$ cat src/rtl/rfs_pkg.sv
package rfs_pkg;

    localparam int unsigned RANKS = 2;

    typedef enum logic {
        RANK_A = 1'b0,
        RANK_B = 1'b1
    } rank_e;

    typedef struct packed {
        logic  valid;
        rank_e rank;
    } rfs_offer_t;

    // Halved interval used while the hot flag is set; never below one cycle.
    function automatic int unsigned hot_interval(input int unsigned base);
        return (base / 2 < 1) ? 1 : base / 2;
    endfunction

endpackage

$ cat src/rtl/rfs_interval_timer.sv
module rfs_interval_timer
    import rfs_pkg::*;
#(
    parameter int unsigned NORM_CYC = 1950
) (
    input  logic clk,
    input  logic rst,
    input  logic hot_i,
    output logic tick_o
);
    localparam int unsigned HOT_CYC = hot_interval(NORM_CYC);
    localparam int unsigned CW      = $clog2(NORM_CYC + 1);
    localparam logic [CW-1:0] NORM_V = CW'(NORM_CYC);
    localparam logic [CW-1:0] HOT_V  = CW'(HOT_CYC);

    logic [CW-1:0] cnt_q;
    logic [CW-1:0] period_q;
    logic [CW-1:0] period_sel;

    assign period_sel = hot_i ? HOT_V : NORM_V;
    assign tick_o     = (cnt_q == '0);

    // The period is sampled only at reload, so a mode change waits for expiry.
    always_ff @(posedge clk) begin
        if (rst) begin
            period_q <= period_sel;
            cnt_q    <= period_sel - 1'b1;
        end else if (tick_o) begin
            period_q <= period_sel;
            cnt_q    <= period_sel - 1'b1;
        end else begin
            cnt_q    <= cnt_q - 1'b1;
        end
    end

    AST_CNT_IN_WINDOW: assert property (@(posedge clk) disable iff (rst)
        cnt_q < period_q);

    AST_MODE_AT_RELOAD: assert property (@(posedge clk) disable iff (rst)
        !tick_o |=> $stable(period_q));

    AST_PERIOD_LEGAL: assert property (@(posedge clk) disable iff (rst)
        (period_q == NORM_V) || (period_q == HOT_V));

endmodule

$ cat src/rtl/rfs_debt_ctr.sv
module rfs_debt_ctr #(
    parameter int unsigned MAX_OWED = 8,
    parameter int unsigned W        = $clog2(MAX_OWED + 1)
) (
    input  logic         clk,
    input  logic         rst,
    input  logic         tick_i,
    input  logic         dec_i,
    output logic [W-1:0] owed_o,
    output logic         urgent_o
);
    localparam logic [W-1:0] MAX_V = W'(MAX_OWED);

    logic [W-1:0] owed_q;
    logic [W-1:0] owed_nxt;

    // A tick and a grant in the same cycle cancel out.
    always_comb begin
        owed_nxt = owed_q;
        unique case ({tick_i, dec_i})
            2'b10:   if (owed_q != MAX_V) owed_nxt = owed_q + 1'b1;
            2'b01:   if (owed_q != '0)    owed_nxt = owed_q - 1'b1;
            default: owed_nxt = owed_q;
        endcase
    end

    always_ff @(posedge clk) begin
        if (rst) owed_q <= '0;
        else     owed_q <= owed_nxt;
    end

    assign owed_o   = owed_q;
    assign urgent_o = (owed_q == MAX_V);

    AST_DEBT_CAP: assert property (@(posedge clk) disable iff (rst)
        owed_q <= MAX_V);

    AST_TICK_ADDS: assert property (@(posedge clk) disable iff (rst)
        (tick_i && !dec_i && owed_q < MAX_V) |=> owed_q == $past(owed_q) + 1'b1);

    AST_GRANT_TAKES: assert property (@(posedge clk) disable iff (rst)
        (dec_i && !tick_i && owed_q != '0) |=> owed_q == $past(owed_q) - 1'b1);

endmodule

$ cat src/rtl/rfs_rank_arb.sv
module rfs_rank_arb
    import rfs_pkg::*;
#(
    parameter int unsigned W = 4
) (
    input  logic             clk,
    input  logic             rst,
    input  logic [W-1:0]     owed0_i,
    input  logic [W-1:0]     owed1_i,
    input  logic             grant_i,
    output rfs_offer_t       offer_o,
    output logic [RANKS-1:0] dec_o
);
    rank_e last_q;
    logic  owe0;
    logic  owe1;

    assign owe0 = (owed0_i != '0);
    assign owe1 = (owed1_i != '0);

    always_comb begin
        offer_o.valid = owe0 | owe1;
        if (owe0 && owe1) offer_o.rank = rank_e'(~last_q);
        else if (owe1)    offer_o.rank = RANK_B;
        else              offer_o.rank = RANK_A;
    end

    generate
        for (genvar r = 0; r < RANKS; r++) begin : g_dec
            assign dec_o[r] = grant_i && offer_o.valid && (offer_o.rank == rank_e'(r));
        end
    endgenerate

    // Reset value makes rank 0 the first choice when both owe.
    always_ff @(posedge clk) begin
        if (rst)                            last_q <= RANK_B;
        else if (grant_i && offer_o.valid)  last_q <= offer_o.rank;
    end

    AST_OFFER_BACKED: assert property (@(posedge clk) disable iff (rst)
        offer_o.valid |-> ((offer_o.rank == RANK_A) ? owe0 : owe1));

    AST_ALTERNATE: assert property (@(posedge clk) disable iff (rst)
        (grant_i && owed0_i > W'(1) && owed1_i > W'(1)) |=> offer_o.rank != $past(offer_o.rank));

    AST_ONE_DEC: assert property (@(posedge clk) disable iff (rst)
        $onehot0(dec_o));

endmodule

$ cat src/rtl/refresh_sched.sv
module refresh_sched
    import rfs_pkg::*;
#(
    parameter int unsigned NORM_CYC = 1950,
    parameter int unsigned MAX_OWED = 8
) (
    input  logic       clk,
    input  logic       rst,
    input  logic       hot_i,
    input  logic       grant_i,
    output logic       req_valid_o,
    output logic       req_rank_o,
    output logic [1:0] urgent_o
);
    localparam int unsigned DW = $clog2(MAX_OWED + 1);

    logic             tick;
    logic [DW-1:0]    owed [RANKS];
    logic [RANKS-1:0] dec;
    rfs_offer_t       offer;

    rfs_interval_timer #(.NORM_CYC(NORM_CYC)) timer_i (
        .clk    (clk),
        .rst    (rst),
        .hot_i  (hot_i),
        .tick_o (tick)
    );

    generate
        for (genvar r = 0; r < RANKS; r++) begin : g_rank
            rfs_debt_ctr #(.MAX_OWED(MAX_OWED), .W(DW)) debt_i (
                .clk      (clk),
                .rst      (rst),
                .tick_i   (tick),
                .dec_i    (dec[r]),
                .owed_o   (owed[r]),
                .urgent_o (urgent_o[r])
            );
        end
    endgenerate

    rfs_rank_arb #(.W(DW)) arb_i (
        .clk     (clk),
        .rst     (rst),
        .owed0_i (owed[0]),
        .owed1_i (owed[1]),
        .grant_i (grant_i),
        .offer_o (offer),
        .dec_o   (dec)
    );

    assign req_valid_o = offer.valid;
    assign req_rank_o  = offer.rank;

    AST_URGENT_HAS_REQ: assert property (@(posedge clk) disable iff (rst)
        (urgent_o != 2'b00) |-> req_valid_o);

endmodule

$ cat config.mk
export PLATFORM = sky130hd
export DESIGN_NAME = refresh_sched
export DESIGN_NICKNAME = d
export VERILOG_FILES = /design/src/rtl/rfs_pkg.sv /design/src/rtl/rfs_interval_timer.sv /design/src/rtl/rfs_debt_ctr.sv /design/src/rtl/rfs_rank_arb.sv /design/src/rtl/refresh_sched.sv
export SDC_FILE = /design/constraint.sdc
export NUM_CORES = 1
export LEC_CHECK = 0
export ABC_AREA = 1
export BUFFER_PORTS_ARGS = -buffer_cell sky130_fd_sc_hd__buf_2
export CAP_MARGIN = 25
export CORE_MARGIN = 2
export CORE_UTILIZATION = 55
export DETAILED_ROUTE_END_ITERATION = 6
export PLACE_DENSITY = 0.81
export SLEW_MARGIN = 15
export SYNTH_ARGS = -nofsm -noshare
export SYNTH_HDL_FRONTEND = slang
export SYNTH_SLANG_ARGS = --single-unit
$ cat constraint.sdc
create_clock -name clk -period 6.7 [get_ports clk]
set_clock_uncertainty 0.2 [all_clocks]
set_input_delay 0.67 -clock clk [delete_from_list [all_inputs] [get_ports clk]]
set_output_delay 0.67 -clock clk [all_outputs]
set_load 0.01 [all_outputs]
**Word-level counts from Yosys, hierarchy flattened**

Cells that the tools add are included.

- Add/sub/neg operators: 6
- Equal/unequal tests: 12
- Muxes and demuxes: 11
- Bitwise logic cells: 3
- Reduce and logical (&&, ||, !) cells: 11

Operators with widths:

| operator | number |
|---|---|
| two-way mux 11 bit | 3 |
| subtractor 11 x 1 -> 11 bit, second input constant | 2 |
| two-way mux 4 bit | 4 |
| case mux 4 bit (2 select lines) | 2 |
| logical NOT 11 bit | 1 |
| adder 4 x 1 -> 4 bit, second input constant | 2 |
| equality test 4 bit, second input constant | 2 |
| inequality test 2 x 1 -> 1 bit, second input constant | 4 |
| inequality test 4 bit, second input constant | 2 |
| nonzero test 4 bit | 2 |
| subtractor 4 x 1 -> 4 bit, second input constant | 2 |
| AND reduction 3 bit | 2 |
| equality test 2 x 1 -> 1 bit, second input constant | 2 |
| equality test 2 bit, second input constant | 2 |
| logical AND 1 bit | 4 |
| nonzero test 2 bit | 2 |
| two-way mux 1 bit | 2 |
| inverter 1 bit | 2 |
| OR 1 bit | 1 |

- Register bits after elaboration: 20
- Bits of input ports: 4
- Logic and storage cells: 47

**Longest topological paths before layout**

- Depth in word-level cells: 8
- Gate-level depth with buffers: 17
- Gate-level depth less buffers: 17

**Hierarchy**

Synthesis repeated with hierarchy kept, for this count alone.

- Cells, all modules: 206
- Area total of the unflattened synthesis: 1342.5 um^2

Modules (own cells, without submodules):

| module | times used | cells an instance | area an instance (um^2) | sequential area each (um^2) |
|---|---|---|---|---|
| rfs_debt_ctr | 2 | 53 | 317.8 | 80.1 |
| rfs_interval_timer | 1 | 80 | 606.8 | 220.2 |
| rfs_rank_arb | 1 | 20 | 100.1 | 20.0 |

**Least setup slack after synthesis**

OpenSTA, ideal clock, no wires.

- Kind: register to register
- From: register timer_i.cnt_q[0]
- To: register g_rank[0].debt_i.owed_q[2]
- Data arrival time: 2123 ps
- Data required time: 6380 ps
- Setup slack: 4257 ps
- Stages on the path, launching flop included: 16
- Clock period less this slack: 2443 ps
- Cells stage by stage: dfxtp_1 > inv_1 > ha_1 > nand3_2 > nor2_4 > nand2_1 > nor2_1 > inv_1 > ha_1 > nor2_1 > nor2_2 > ha_1 > a21oi_1 > xnor2_1 > o21ai_0 > a21oi_1

- Cells in the longest elaborated chain, start to end: 4
- Elaborated cells on any way between the ends: 8

RTL lines:

| element | RTL line | source |
|---|---|---|
| from (decl) | rfs_interval_timer.sv:16 | `logic [CW-1:0] cnt_q;` |
| from (signal assigned) | rfs_interval_timer.sv:27 | `cnt_q <= period_sel - 1'b1;` |
| from (signal assigned) | rfs_interval_timer.sv:30 | `cnt_q <= period_sel - 1'b1;` |
| from (signal assigned) | rfs_interval_timer.sv:32 | `cnt_q <= cnt_q - 1'b1;` |
| logical NOT 11 bit * | rfs_interval_timer.sv:21 | `assign tick_o = (cnt_q == '0);` |
| equality test 2 x 1 -> 1 bit / equality test 2 bit (equally long branches) | rfs_debt_ctr.sv:20 | `unique case ({tick_i, dec_i})` |
| inequality test 2 x 1 -> 1 bit (no source line) / nonzero test 2 bit (equally long branches) | n/a |  |
| AND reduction 3 bit (no source line) | n/a |  |
| to (signal assigned) | rfs_debt_ctr.sv:29 | `else owed_q <= owed_nxt;` |
| to (decl) | rfs_debt_ctr.sv:14 | `logic [W-1:0] owed_q;` |

Every way passes the cells marked *; elsewhere a longest branch is shown, timed or not.
A chain may end at the register's enable or synchronous reset.

**Worst setup path after layout**

Ends and elaborated chain as after synthesis.

==> results.json <==
{
  "ys_types": 23,
  "start_util": 0.599,
  "area_delta_synth_final_pct": 6.36,
  "path_clk_slew_ns": 0.10,
  "ant_nets": 0,
  "wl_microns": 2120,
  "clock_path_buffers": 2,
  "ir_drop_mv": 0.124,
  "cp.required_ns": 6.73,
  "setup_tns_ns": 0,
  "hold_start": "arb_i.last_q$_SDFFE_PP1P_",
  "crit_arrival_ns": 2.75,
  "seq_area_sq_um": 400,
  "cts_inserted_buffers": 3,
  "insertion_delay_ns": 0.29,
  "diodes": 0,
  "io_buffers": 7,
  "dpl-instance-area_sq_um": 1250,
  "drt_iter0_drc": 21,
  "r2r_slack_ns": 3.98,
  "critPathLaunch": "timer_i.cnt_q[0]$_DFF_P_",
  "antenna_found_initial": 0,
  "cp-start-kind": "flop",
  "dieArea_sq_um": 2570,
  "ctsHoldBuffers": 0,
  "grt_start_max_net_pins": 11,
  "place_inst": 204,
  "die-width_microns": 50.7,
  "post_drt_wl_per_cell_microns": 10.2,
  "synth_warnings": 0,
  "grt_pass1_vias": 997,
  "first_pass_iters": 4,
  "gp_congestion": 0.875,
  "timing.final.max_slew_violations": 0,
  "reg2reg_to": "g_rank[0].debt_i.owed_o[2]$_SDFFE_PP0P_",
  "power_density_nw_per_um2": 154,
  "crit_type": "reg2reg",
  "final_nets": 195,
  "synthCells": 172,
  "hold_violations": 0,
  "grt_usage": 0.190,
  "cts_resized": 0,
  "mappedNetlistArea_sq_um": 1200,
  "clkSinkCount": 20,
  "cp_max_fo": 5,
  "status": "finished clean",
  "setup_viol": 0,
  "syn_avg_cell_area_sq_um": 6.98,
  "multi_input_area_sq_um": 679,
  "fin_cells": 207,
  "rsz0062_at_grt": "false",
  "vias": 1107,
  "min_path_cells": 2,
  "leakage_nw": 0.585,
  "cts_tree": "done",
  "r2r_start": "timer_i.cnt_q[0]$_DFF_P_",
  "fin_crit_sh": 0.406,
  "worst_pin_slew_ns": 0.304,
  "seq_area_frac_synth": 0.334,
  "hpwlAfterDp_microns": 1710,
  "synth_nets": 185,
  "fmax_mhz": 368,
  "overflow": 0,
  "post-route-cell-area_sq_um": 1280,
  "cts-root-buf": "clkbuf_4",
  "whs_ns": 0.282,
  "io_pins": 8,
  "grt_pass1_wl_microns": 3790,
  "fp-row-count": 16,
  "layout-drive-gt1-share": 0.106,
  "min_to": "arb_i.last_q$_SDFFE_PP1P_",
  "h-tree-depth": 1,
  "avgViaCountPerCell": 5.35,
  "coreArea_sq_um": 2000,
  "drc": 0,
  "final.min_clock_period_ns": 2.72,
  "endpoint_kind": "flop",
  "fill_cells": 181,
  "relSlewSlack": 0.797,
  "ys_ff_latch": 20,
  "cts_setup_buffers": 0,
  "drv_cap": 0,
  "die_h_microns": 50.7,
  "r2r_cells": 15,
  "hold_path.class": "reg2reg"
}
cells in the mapped netlist:
cell | count | area (sq um)
nand2_1 | 34 | 128
inv_1 | 27 | 101
dfxtp_1 | 20 | 400
nor2_1 | 16 | 60.1
a21oi_1 | 12 | 60.1
o21ai_0 | 11 | 55.1
nand3_1 | 10 | 50.1
ha_1 | 9 | 113
nand4_1 | 7 | 43.8
nor3_1 | 4 | 20.0
xnor2_1 | 4 | 35.0
nor2_2 | 3 | 18.8
buf_4 | 2 | 15.0
nand2_2 | 2 | 12.5
nor4_1 | 2 | 12.5
xor2_1 | 2 | 17.5
a21boi_1 | 1 | 7.51
inv_2 | 1 | 3.75
nand2_4 | 1 | 11.3
nand3_2 | 1 | 10.0
nand3b_1 | 1 | 7.51
nor2_4 | 1 | 11.3
or2_1 | 1 | 6.26
layout by cell type (no fill, tap or decap), types with 4 or more instances in the layout:
| cell type | n |
|---|---|
| dfxtp_1 | 20 |
| ha_1 | 9 |
| xnor2_1 | 4 |
| nor2_1 | 16 |
| buf_2 | 7 |
| nor3_1 | 4 |
| nand4_1 | 7 |
| inv_1 | 27 |
| nand3_1 | 10 |
| o21ai_0 | 11 |
| a21oi_1 | 12 |
| nand2_1 | 34 |
worst max path at each step:
stage | end | slack [ns] | depth (start not counted)
CTS | g_rank[0].debt_i.owed_o[2]$_SDFFE_PP0P_ | 3.97 | 15
floorplan | g_rank[0].debt_i.owed_o[2]$_SDFFE_PP0P_ | 4.26 | 15
finish | g_rank[0].debt_i.owed_o[2]$_SDFFE_PP0P_ | 3.98 | 15
global route | g_rank[0].debt_i.owed_o[2]$_SDFFE_PP0P_ | 3.71 | 15
global placement | g_rank[0].debt_i.owed_o[2]$_SDFFE_PP0P_ | 4.13 | 15
detailed placement | g_rank[0].debt_i.owed_o[2]$_SDFFE_PP0P_ | 4.00 | 15
critical path, cell delays in order, from the launching register on:
cell     delay, ns
dfxtp_1       0.34
inv_1         0.09
ha_1          0.22
nand3_2       0.13
nor2_4        0.13
nand2_1       0.08
nor2_1        0.18
inv_1         0.13
ha_1          0.27
nor2_1        0.15
nor2_2        0.07
ha_1          0.17
a21oi_1       0.14
xnor2_1       0.13
o21ai_0       0.08
a21oi_1       0.13
flip-flops by register name (all words and copies together), names as in the netlist:
signal and count:
g_rank.debt_i.owed_o 8, arb_i.last_q 1, timer_i.cnt_q 11
layer usage:
layer | global-route usage | share of wire | up-vias | routed length [microns]
met4 | 0.0856 | 0.014 | 0 | 29
met1 | 0.211 | 0.44 | 499 | 927
met5 | 0 | 0 | - | 0
li1 | - | - | 573 | -
met2 | 0.346 | 0.51 | 31 | 1080
met3 | 0.0357 | 0.041 | 4 | 86
power breakdown:
group,internal [W],leakage [nW],total [W],switching (W)
registers,0.000123,0.163,0.000128,0.00000429
clock network,0.0000209,0.0138,0.0000552,0.0000343
logic,0.00000605,0.408,0.0000140,0.00000791
cells by family after synthesis:
logic type | after synthesis | synth area share
AND/OR/NAND/NOR | 83 | 0.326
AO/OA/AOI/OAI | 24 | 0.102
flip-flops | 20 | 0.334
XOR/XNOR | 6 | 0.0438
buffers and inverters | 30 | 0.100
adder cells (fa/ha/maj) | 9 | 0.0938
through the flow:
stage / total power, W / worst slack (ns) / util
after global routing: 0.000208 / 3.71 / 0.638
after CTS: 0.000201 / 3.97 / 0.638
final: 0.000197 / 3.98 / 0.638
after detailed placement: 0.000144 / 4.00 / 0.626
after global placement: 0.000144 / 4.13 / 0.626
after floorplan: 0.000140 / 4.26 / -
cell type report:
type,instances,share of cell area
tap,27,0.0265
multi-input combinational,122,0.532
clock buffer,3,0.0176
sequential,20,0.314
timing repair buffer,7,0.0275
inverter,28,0.0824
Power figures use the tool's default switching activity.
